<file path="src/rtl/dbs_pkg.sv">
package dbs_pkg;

    // Action taken by the channel on the current clock edge
    typedef enum logic [1:0] {
        STEP_IDLE  = 2'd0,
        STEP_SHIFT = 2'd1,
        STEP_WRAP  = 2'd2
    } step_e;

    // Per-cycle shift control produced by the sequencer
    typedef struct packed {
        step_e step;
        logic  bit_val;
    } shift_ctl_t;

    // True when the phase is the last bit slot of a byte
    function automatic logic is_last_phase(input int unsigned ph, input int unsigned ph_w);
        return ph == ((1 << ph_w) - 1);
    endfunction

endpackage

</file>
<file path="src/rtl/dbs_buffer_pair.sv">
module dbs_buffer_pair #(
    parameter int unsigned DATA_W  = 8,
    parameter int unsigned NUM_BUF = 2
) (
    input  logic              clk,
    input  logic              rst,
    input  logic              wr_en,
    input  logic [DATA_W-1:0] wr_data,
    input  logic              release_i,
    output logic [DATA_W-1:0] head_data,
    output logic              head_valid,
    output logic              not_full
);

    localparam int unsigned PTR_W = (NUM_BUF > 1) ? $clog2(NUM_BUF) : 1;
    localparam logic [PTR_W-1:0] LAST_PTR = PTR_W'(NUM_BUF - 1);

    logic [DATA_W-1:0] mem_q [NUM_BUF];
    logic              vld_q [NUM_BUF];
    logic [NUM_BUF-1:0] vld_vec;
    logic [PTR_W-1:0]  wr_ptr_q;
    logic [PTR_W-1:0]  rd_ptr_q;
    logic              accept;

    function automatic logic [PTR_W-1:0] step_ptr(input logic [PTR_W-1:0] p);
        return (p == LAST_PTR) ? '0 : p + 1'b1;
    endfunction

    always_comb begin
        for (int k = 0; k < NUM_BUF; k++) begin
            vld_vec[k] = vld_q[k];
        end
    end

    assign not_full   = ~&vld_vec;
    assign accept     = wr_en && not_full;
    assign head_data  = mem_q[rd_ptr_q];
    assign head_valid = vld_q[rd_ptr_q];

    for (genvar i = 0; i < NUM_BUF; i++) begin : g_slot
        always_ff @(posedge clk) begin
            if (rst) begin
                vld_q[i] <= 1'b0;
                mem_q[i] <= '0;
            end else begin
                if (release_i && rd_ptr_q == PTR_W'(i)) begin
                    vld_q[i] <= 1'b0;
                end
                if (accept && wr_ptr_q == PTR_W'(i)) begin
                    vld_q[i] <= 1'b1;
                    mem_q[i] <= wr_data;
                end
            end
        end
    end

    always_ff @(posedge clk) begin
        if (rst) begin
            wr_ptr_q <= '0;
            rd_ptr_q <= '0;
        end else begin
            if (accept)    wr_ptr_q <= step_ptr(wr_ptr_q);
            if (release_i) rd_ptr_q <= step_ptr(rd_ptr_q);
        end
    end

    // A release must only happen while the active slot holds a byte
    assert_release_has_data_R5: assert property (@(posedge clk) disable iff (rst)
        release_i |-> head_valid);

    // A write into a full pair leaves the pair full and the active byte untouched
    assert_full_write_ignored_R3: assert property (@(posedge clk) disable iff (rst)
        (wr_en && !not_full && !release_i) |=> (!not_full && $stable(head_data)));

endmodule

</file>
<file path="src/rtl/dbs_seq.sv">
module dbs_seq
    import dbs_pkg::*;
#(
    parameter int unsigned DATA_W = 8,
    parameter int unsigned PH_W   = $clog2(DATA_W)
) (
    input  logic              tck_en,
    input  logic              shift_en,
    input  logic [PH_W-1:0]   phase,
    input  logic              head_valid,
    input  logic [DATA_W-1:0] head_data,
    output shift_ctl_t        ctl
);

    logic fire;

    assign fire = tck_en && shift_en && head_valid;

    always_comb begin
        ctl.bit_val = head_data[phase];
        if (!fire) begin
            ctl.step = STEP_IDLE;
        end else if (is_last_phase(int'(phase), PH_W)) begin
            ctl.step = STEP_WRAP;
        end else begin
            ctl.step = STEP_SHIFT;
        end
    end

endmodule

</file>
<file path="src/rtl/dbs_shifter.sv">
module dbs_shifter
    import dbs_pkg::*;
#(
    parameter int unsigned DATA_W  = 8,
    parameter int unsigned NUM_BUF = 2
) (
    input  logic              clk,
    input  logic              rst,
    input  logic              wr_en,
    input  logic [DATA_W-1:0] wr_data,
    input  logic              shift_en,
    input  logic [$clog2(DATA_W)-1:0] phase_cnt,
    input  logic              tck_en,
    output logic              sdo,
    output logic              not_full
);

    localparam int unsigned PH_W = $clog2(DATA_W);

    logic [DATA_W-1:0] head_data;
    logic              head_valid;
    logic              release_w;
    shift_ctl_t        ctl;

    dbs_buffer_pair #(
        .DATA_W  (DATA_W),
        .NUM_BUF (NUM_BUF)
    ) u_bufs (
        .clk        (clk),
        .rst        (rst),
        .wr_en      (wr_en),
        .wr_data    (wr_data),
        .release_i  (release_w),
        .head_data  (head_data),
        .head_valid (head_valid),
        .not_full   (not_full)
    );

    dbs_seq #(
        .DATA_W (DATA_W),
        .PH_W   (PH_W)
    ) u_seq (
        .tck_en     (tck_en),
        .shift_en   (shift_en),
        .phase      (phase_cnt),
        .head_valid (head_valid),
        .head_data  (head_data),
        .ctl        (ctl)
    );

    assign release_w = (ctl.step == STEP_WRAP);

    always_ff @(posedge clk) begin
        if (rst) begin
            sdo <= 1'b0;
        end else if (ctl.step != STEP_IDLE) begin
            sdo <= ctl.bit_val;
        end
    end

    // Reset leaves the pair empty and the serial line low
    assert_reset_state_R1: assert property (@(posedge clk)
        rst |=> (not_full && !sdo));

    // Without both enables the serial output is frozen
    assert_hold_when_idle_R7: assert property (@(posedge clk) disable iff (rst)
        !(tck_en && shift_en) |=> $stable(sdo));

    // Releasing a byte with no competing write frees a buffer
    assert_free_after_release_R2: assert property (@(posedge clk) disable iff (rst)
        (release_w && !wr_en) |=> not_full);

endmodule

</file>
<file path="config.mk">
export PLATFORM = sky130hd
export DESIGN_NAME = dbs_shifter
export DESIGN_NICKNAME = d
export VERILOG_FILES = /design/src/rtl/dbs_pkg.sv /design/src/rtl/dbs_buffer_pair.sv /design/src/rtl/dbs_seq.sv /design/src/rtl/dbs_shifter.sv
export SDC_FILE = /design/constraint.sdc
export NUM_CORES = 1
export LEC_CHECK = 0
export ABC_AREA = 1
export CORE_MARGIN = 5
export CORE_UTILIZATION = 45
export CTS_CLUSTER_DIAMETER = 60
export DETAILED_ROUTE_END_ITERATION = 6
export PLACE_DENSITY = 0.71
export SYNTH_ARGS = -nofsm -noshare
export SYNTH_HDL_FRONTEND = slang
export SYNTH_HIERARCHICAL = 1
export SYNTH_SLANG_ARGS = --single-unit
</file>
<file path="constraint.sdc">
create_clock -name clk -period 2.5 [get_ports clk]
set_clock_uncertainty 0.2 [all_clocks]
set_input_delay 0.5 -clock clk [delete_from_list [all_inputs] [get_ports clk]]
set_output_delay 0.5 -clock clk [all_outputs]
set_load 0.05 [all_outputs]
</file>
**Word level (Yosys, flattened, before mapping)**

Memory sizes are Yosys's and may differ from the RTL's. A register that Yosys moved wholly into a read port is not among the register bits.
Index checks and enable logic that the tools add are counted.

- Bits of input ports: 16
- Memory bits (writable): 18
- Output and inout port bits: 2
- Memories kept: 2
- Register bits after elaboration: 3
- Logic and storage cells: 58

Memory list:

| name | depth | width | read ports | clocked after memory_dff | wr ports | RTL line | RTL |
|---|---|---|---|---|---|---|---|
| u_bufs.mem_q | 2 | 8 | 1 | 1 | 2 | dbs_buffer_pair.sv:18 | `logic [DATA_W-1:0] mem_q [NUM_BUF];` |
| u_bufs.vld_q | 2 | 1 | 3 | 1 | 2 | dbs_buffer_pair.sv:19 | `logic vld_q [NUM_BUF];` |

- Reductions and logical operators: 10
- Bitwise logic cells: 8
- Add/subtract/negate cells: 2
- Equal/unequal tests: 2
- Muxes and demuxes: 30
- $lt $le $gt $ge: 1

Operators with widths:

| operator | number |
|---|---|
| 1-bit 2-to-1 mux | 25 |
| 8-bit 2-to-1 mux | 2 |
| 1-bit logical AND | 7 |
| 1-bit OR | 6 |
| 3-bit by 4-bit < comparator with 1-bit output (second input constant) | 1 |
| 2-bit 2-to-1 mux | 2 |
| 1-bit binary-select mux with 3-bit select | 1 |
| 3-bit equality test (second input constant) | 1 |
| 1-bit adder (second input constant) | 2 |
| 2-bit equality test (second input constant) | 1 |
| 1-bit inverter | 2 |
| 2-bit AND reduction | 1 |
| 2-bit nonzero test | 1 |
| 1-bit zero test | 1 |

**Longest topological paths before layout**

Gate-level depths: netlist (run 1).

- Depth in word-level cells: 10
- Depth in mapped cells: 12
- Mapped depth without buffers: 10

**Modules after synthesis**

The synthesis (run 1) kept the hierarchy.

Modules (own cells, without submodules):

| module | times used | cells an instance | area an instance (um^2) | sequential area each (um^2) |
|---|---|---|---|---|
| dbs_buffer_pair | 1 | 96 | 965.9 | 600.6 |
| dbs_seq | 1 | 31 | 133.9 | 0.0 |
| dbs_shifter | 1 | 10 | 56.3 | 20.0 |

**Least setup slack after synthesis (run 1)**

OpenSTA, ideal clock, no wires.

- Path kind: reg2reg
- Start: register (tool-made name)
- End: memory u_bufs.vld_q[0], enable pin
- Stages on the path, launching flop included: 12
- Clock period less this slack: 2.006 ns
- Setup time: 0.294 ns
- Arrival time: 1.512 ns
- Buffers on the path: 2
- Data required time: 2.006 ns
- Setup slack: 0.494 ns
- Cells stage by stage: dfxtp_1 -> clkbuf_2 -> buf_4 -> nand2_1 -> o21ai_0 -> nand3_1 -> nor4_2 -> inv_1 -> nor2_1 -> ha_1 -> nor2_1 -> nand2_1

RTL lines:

| item | RTL line |
|---|---|
| to (decl) | dbs_buffer_pair.sv:19 |

**Worst setup path in the final report (run 1)**

- Start: register sdo
- End: output sdo

RTL lines:

| item | RTL line | RTL |
|---|---|---|
| from (decl) | dbs_shifter.sv:14 | `output logic sdo,` |
| from (signal assigned) | dbs_shifter.sv:57 | `sdo <= ctl.bit_val;` |

No word-level cell between the ends.

==> qor.txt, run 1 <==
Setup TNS Final: 0 ns
vias in the first global route: 845
vias after detailed routing: 880
part of the cycle the worst path needs: 0.859
Worst path top cell family by delay: buffers and inverters
Core Footprint: 2480 µm²
Hold Crit Class: reg -> reg
first-pass GRT wire length: 3.53 mm
Pleak: 0.648 nW
die area: 3680 µm²
Synth Flop Type: edfxtp_1
maximum fanout along the worst path: 2
final hold violations: 0
Layout Cells excl Fill: 190
number of port buffers: 17
worst slew pin tran: 0.509 ns
Post-CTS Hold Fix Bufs: 0
# Post-CTS Setup Buffers: 0
Crit path largest cell delay: 0.81 ns
vias per inst: 4.63
syn avg cell area: 8.44 µm²
critical path startpoint category: register
DR iter-0 viols: 31
initial antenna violation count: 0
outcome: complete, no violations
GRT Util Overall: 0.131
Cells after Synth: 137
commonest non-fill, non-tap cells in the layout: 34 x inv_1, 27 x nand2_1, 23 x nor2_1
Detailed Route WL: 2.05 mm
Crit path arrival time: 1.45 ns
CTS buffer count: 3
Root Buffer: clkbuf_4
layout cells sized above 1: 0.0875
Starting Density: 0.467
crit-path cells: clkdlybuf4s50_1
maxcap violations: 0
post-synth net total: 155
DRC violations left: 0
CTS tree: done
Synth area leader: edfxtp_1
commonest non-fill, non-tap cell in the layout: inv_1
Peak VDD IR: 286 µV
# diodes: 0
required time of the critical path: 1.80 ns
Filler cells: 222
post-DR wirelength/cell: 10.8 µm
largest cells by area after synthesis: edfxtp_1 47%, inv_1 11%, nand2_1 8.8%
P per Cell Area: 496 nW/µm²
sequential share of the synthesized area: 0.537
Slew Viols, Final: 0
Slowest cell on crit path: clkdlybuf4s50_1
H-tree depth: 1
DIE WIDTH: 60.7 µm
Final nets: 179
post-synthesis cell area: 1160 µm²
Post-Place Cells: 186
gr ovfl total: 0
area grow syn2layout: 22.0%
register area: 621 µm²
Synth cell types: 20
Post-synth EDFFs: 18
Slew Limit Headroom: 0.660
area of the multi-input gates: 388 µm²
Die Y-Extent: 60.7 µm
Max Clock Freq: 466 MHz
Worst Path Buf+Inv: 1
area fraction of the dominant cell type after synthesis: 0.468
clock buffer depth: 2
final setup fails: 0
IO Pins: 18
Final Critical Period: 2.15 ns
ys async rst share: 0
Worst-path clk slew: 0.11 ns
row cnt: 18
Routed Antenna Nets: 0
Sink Count: 22
kind of critical path: reg -> out
DR pass1 iterations: 4
#FFs+latches synth: 22
hpwl dp: 1.56 mm
Worst-Skew Late Latency: 0.30 ns
placer congestion estimate: 0.895
largest net degree at the start of global routing: 17
RSZ-0062 raised after global routing: no
Synth Warn #: 6
cts repair resizes: 0
Worst setup EP type: primary output
==> state kept, by name, indices dropped and copies added (netlist names), named ones only <==
register,cells
u_bufs/wr_ptr_q,1
u_bufs/rd_ptr_q,1
sdo,1
u_bufs/mem_q,16
u_bufs/vld_q,2
==> cells in the mapped netlist (2+ instances only) <==
cell / n
inv_1: 34
nand2_1: 27
nor2_1: 23
edfxtp_1: 18
o21ai_0: 8
nand3_1: 7
dfxtp_1: 4
ha_1: 2
inv_2: 2
nand4_4: 2
==> layout make-up <==
type / count / area share
flip-flops and latches: 22 / 0.440
multi-input cells: 77 / 0.275
repair buffers: 21 / 0.144
inverters: 36 / 0.0958
well taps: 30 / 0.0266
clock buffers: 3 / 0.0160
clock inverters: 1 / 0.00266
==> routing by layer <==
layer | global-route usage | wire, µm | vias to the layer above
met5 | 0 | 0 | -
met4 | 0.0743 | 27 | 0
met3 | 0.0149 | 94 | 2
met2 | 0.221 | 1050 | 15
met1 | 0.162 | 871 | 395
li1 | - | - | 468
==> per-stage QoR <==
| step | setup slack (ns) | utilization | area (µm²) | hold slack (ns) | total power [W] |
|---|---|---|---|---|---|
| floorplan | 0.494 | - | 1160 | 0.310 | 0.000502 |
| global placement | 0.0631 | 0.558 | 1380 | 0.302 | 0.000549 |
| detailed placement | 0.0342 | 0.558 | 1380 | 0.318 | 0.000552 |
| CTS | 0.0296 | 0.568 | 1410 | 0.333 | 0.000706 |
| global route | 0.236 | 0.569 | 1410 | 0.375 | 0.000737 |
| finish | 0.353 | 0.569 | 1410 | 0.328 | 0.000700 |
==> worst paths after layout <==
| kind | from | end | slack [ns] | depth (start not counted) |
|---|---|---|---|---|
| worst max register to register | u_bufs/vld_q[0] | u_bufs/vld_q[0] | 0.56 | 9 |
| worst min-delay path | sdo | sdo | 0.33 | 4 |
| worst max-delay path | sdo | sdo | 0.35 | 1 |
| worst min register to register | sdo | sdo | 0.33 | 4 |
==> cells by family after synthesis <==
family	Yosys count	synth area share
XOR/XNOR	1	0.00758
adder cells (fa/ha/maj)	2	0.0216
AO/OA/AOI/OAI	11	0.0487
buffers and inverters	38	0.128
AND/OR/NAND/NOR	63	0.258
flip-flops	22	0.537
==> where the power goes <==
part	leakage, nW	internal, W	switching (W)
logic	0.409	0.0000473	0.0000628
clock network	0.0154	0.0000581	0.0000994
registers	0.224	0.000423	0.00000898
total	0.648	0.000529	0.000171
Power figures use the tool's default switching activity.
==> inputs of run 2 (changes only) <==
--- a/config.mk
+++ b/config.mk
@@ -6,10 +6,12 @@
 export NUM_CORES = 1
 export LEC_CHECK = 0
 export ABC_AREA = 1
+export ABC_CLOCK_PERIOD_IN_PS = 2500
 export CORE_MARGIN = 5
 export CORE_UTILIZATION = 45
 export CTS_CLUSTER_DIAMETER = 60
 export DETAILED_ROUTE_END_ITERATION = 6
+export GPL_ROUTABILITY_DRIVEN = 0
 export PLACE_DENSITY = 0.71
 export SYNTH_ARGS = -nofsm -noshare
 export SYNTH_HDL_FRONTEND = slang
==> results of run 2 <==
No change in the layout: final DEF, timing and power equal those of run 1.
==> inputs of run 3 (changes only) <==
--- a/config.mk
+++ b/config.mk
@@ -13,6 +13,7 @@
 export DETAILED_ROUTE_END_ITERATION = 6
 export GPL_ROUTABILITY_DRIVEN = 0
 export PLACE_DENSITY = 0.71
+export SKIP_CTS_REPAIR_TIMING = 1
 export SYNTH_ARGS = -nofsm -noshare
 export SYNTH_HDL_FRONTEND = slang
 export SYNTH_HIERARCHICAL = 1
==> constraint.sdc (replaced) <==
create_clock -name clk -period 2.5 [get_ports clk]
set_clock_uncertainty 0.2 [all_clocks]
set_input_delay 0.375 -clock clk [delete_from_list [all_inputs] [get_ports clk]]
set_output_delay 0.375 -clock clk [all_outputs]
set_load 0.05 [all_outputs]
==> qor.txt, run 3 (synthesis results as in run 1) <==
outcome: complete, no violations (unchanged)
CP startpoint: u_bufs/vld_q[1] (was sdo)
Die Y-Extent: 60.7 µm (unchanged)
Core Footprint: 2480 µm² (unchanged)
Final Power: 0.000806 W (was 0.000700 W)
maxcap violations: 0 (unchanged)
Layout Cells excl Fill: 188 (was 190)
Worst path top cell family by delay: buffers and inverters (unchanged)
pre-CTS WS: 0.0461 ns (was 0.0342 ns)
gr ovfl total: 0 (unchanged)
DRC violations left: 0 (unchanged)
setup slack, reg-to-reg: 0.46 ns (was 0.56 ns)
CP Depth: 2 (was 1)
area grow syn2layout: 22.7% (was 22.0%)
maximum fanout along the worst path: 6 (was 2)
final setup fails: 0 (unchanged)
layout cells sized above 1: 0.0823 (was 0.0875)
DR iter-0 viols: 49 (was 31)
Slew Limit Headroom: 0.660 (about the same)
CTS tree: done (unchanged)
worst slew pin tran: 0.509 ns (about the same)
die area: 3680 µm² (unchanged)
Slowest cell on crit path: clkdlybuf4s50_1 (unchanged)
# diodes: 0 (unchanged)
Worst-Skew Late Latency: 0.30 ns (about the same)
crit-path cells: nand2_2 > clkdlybuf4s50_1 (was clkdlybuf4s50_1)
GRT Util Overall: 0.138 (was 0.131)
largest net degree at the start of global routing: 17 (unchanged)
DR pass1 iterations: 4 (unchanged)
Sink Count: 22 (unchanged)
Reg-to-Reg Start: u_bufs/vld_q[0] (unchanged)
Pleak: 0.649 nW (was 0.648 nW)
Peak VDD IR: 337 µV (was 286 µV)
Post-Place Cells: 184 (was 186)
DIE WIDTH: 60.7 µm (unchanged)
vias per inst: 4.68 (was 4.63)
worst setup path end: not_full (was sdo)
biggest registers after layout: u_bufs/mem_q (16), u_bufs/vld_q (2) (unchanged)
Final Critical Period: 2.32 ns (was 2.15 ns)
H-tree depth: 1 (unchanged)
final hold violations: 0 (unchanged)
commonest non-fill, non-tap cell in the layout: inv_1 (unchanged)
row cnt: 18 (unchanged)
Final nets: 177 (was 179)
Hold Crit Class: reg -> reg (unchanged)
Worst Path Buf+Inv: 1 (unchanged)
commonest non-fill, non-tap cells in the layout: 34 x inv_1, 27 x nand2_1, 23 x nor2_1 (unchanged)
vias after detailed routing: 880 (unchanged)
post-DR wirelength/cell: 11.3 µm (was 10.8 µm)
Crit path largest cell delay: 0.84 ns (was 0.81 ns)
RSZ-0062 raised after global routing: no (unchanged)
hpwl dp: 1.61 mm (was 1.56 mm)
sequential share of power: 0.537 (was 0.618)
max FFs per register: 16 (unchanged)
Slew Viols, Final: 0 (unchanged)
first-pass GRT wire length: 3.75 mm (was 3.53 mm)
reg2reg end: u_bufs/vld_q[0] (unchanged)
power share of the clock group: 0.326 (was 0.225)
FF-to-FF path depth: 9 (unchanged)
Crit path arrival time: 1.74 ns (was 1.45 ns)
Starting Density: 0.467 (unchanged)
WHS: 0.328 ns (about the same)
P per Cell Area: 568 nW/µm² (was 496 nW/µm²)
vias in the first global route: 914 (was 845)
Switch Pwr: 0.000174 W (was 0.000171 W)
Worst setup EP type: primary output (unchanged)
Detailed Route WL: 2.13 mm (was 2.05 mm)
Reg with most FFs: u_bufs/mem_q (unchanged)
initial antenna violation count: 0 (unchanged)
Routed Antenna Nets: 0 (unchanged)
CTS buffer count: 3 (unchanged)
part of the cycle the worst path needs: 0.927 (was 0.859)
Setup TNS Final: 0 ns (unchanged)
part of the power in combinational logic: 0.137 (was 0.157)
kind of critical path: reg -> out (unchanged)
Worst-path clk slew: 0.11 ns (about the same)
final worst slack: 0.182 ns (was 0.353 ns)
Pint: 0.000632 W (was 0.000529 W)
critical path startpoint category: register (unchanged)
IO Pins: 18 (unchanged)
clock buffer depth: 2 (unchanged)
required time of the critical path: 1.92 ns (was 1.80 ns)
Root Buffer: clkbuf_4 (unchanged)
Switching Share: 0.216 (was 0.245)
Max Clock Freq: 431 MHz (was 466 MHz)
number of port buffers: 17 (unchanged)
[run 3: cell types whose count changed in the layout (fill, tap and decap cells not counted)]
cell | previous run | this run
clkinv_1 | 1 | 0
bufinv_16 | 0 | 1
clkdlybuf4s50_1 | 16 | 17
dlymetal6s2s_1 | 1 | 0
buf_4 | 4 | 2
[run 3: worst register-to-register path, delay by kind of cell, from the launching register on]
family / cells / cell delay, ns
buf+inv: 2 / 0.11
fa+ha+maj: 1 / 0.20
simple gates: 5 / 0.74
flops: 1 / 0.38
compound gates: 1 / 0.14
[run 3: final cells by class]
class	count	area, µm²
Fill cell	235	1060
Clock buffer	3	22.5
Inverter	36	135
Sequential cell	22	621
Timing Repair Buffer	19	185
Tap cell	30	37.5
Multi-Input combinational cell	77	388
Clock inverter	1	30.0
[run 3: stage by stage]
step	utilization	instance area [µm²]
6_report	0.573	1420
5_1_grt	0.573	1420
4_1_cts	0.573	1420
3_5_place_dp	0.552	1370
3_3_place_gp	0.552	1370
2_1_floorplan	-	1160
[run 3: metal layers]
layer,vias up,GRT usage,share of wire
li1,460,-,-
met1,402,0.163,0.42
met2,16,0.244,0.54
met3,2,0.0149,0.032
met4,0,0.0743,0.013
met5,-,0,0
[run 3: power by group through the flow]
stage          clock network, W  registers [W]   logic, W
2_1_floorplan                 0       0.000442  0.0000604
3_3_place_gp                  0       0.000440   0.000107
3_5_place_dp                  0       0.000441   0.000111
4_1_cts                0.000273       0.000433   0.000112
5_1_grt                0.000289       0.000435   0.000125
6_report               0.000263       0.000432   0.000111
[run 3: how the worst min path moves through the flow]
stage               start       end  cells after the start
detailed placement    sdo       sdo                      4
floorplan             rst  register                      1
CTS                   sdo       sdo                      4
finish                sdo       sdo                      4
global placement      sdo       sdo                      4
global route          sdo       sdo                      4
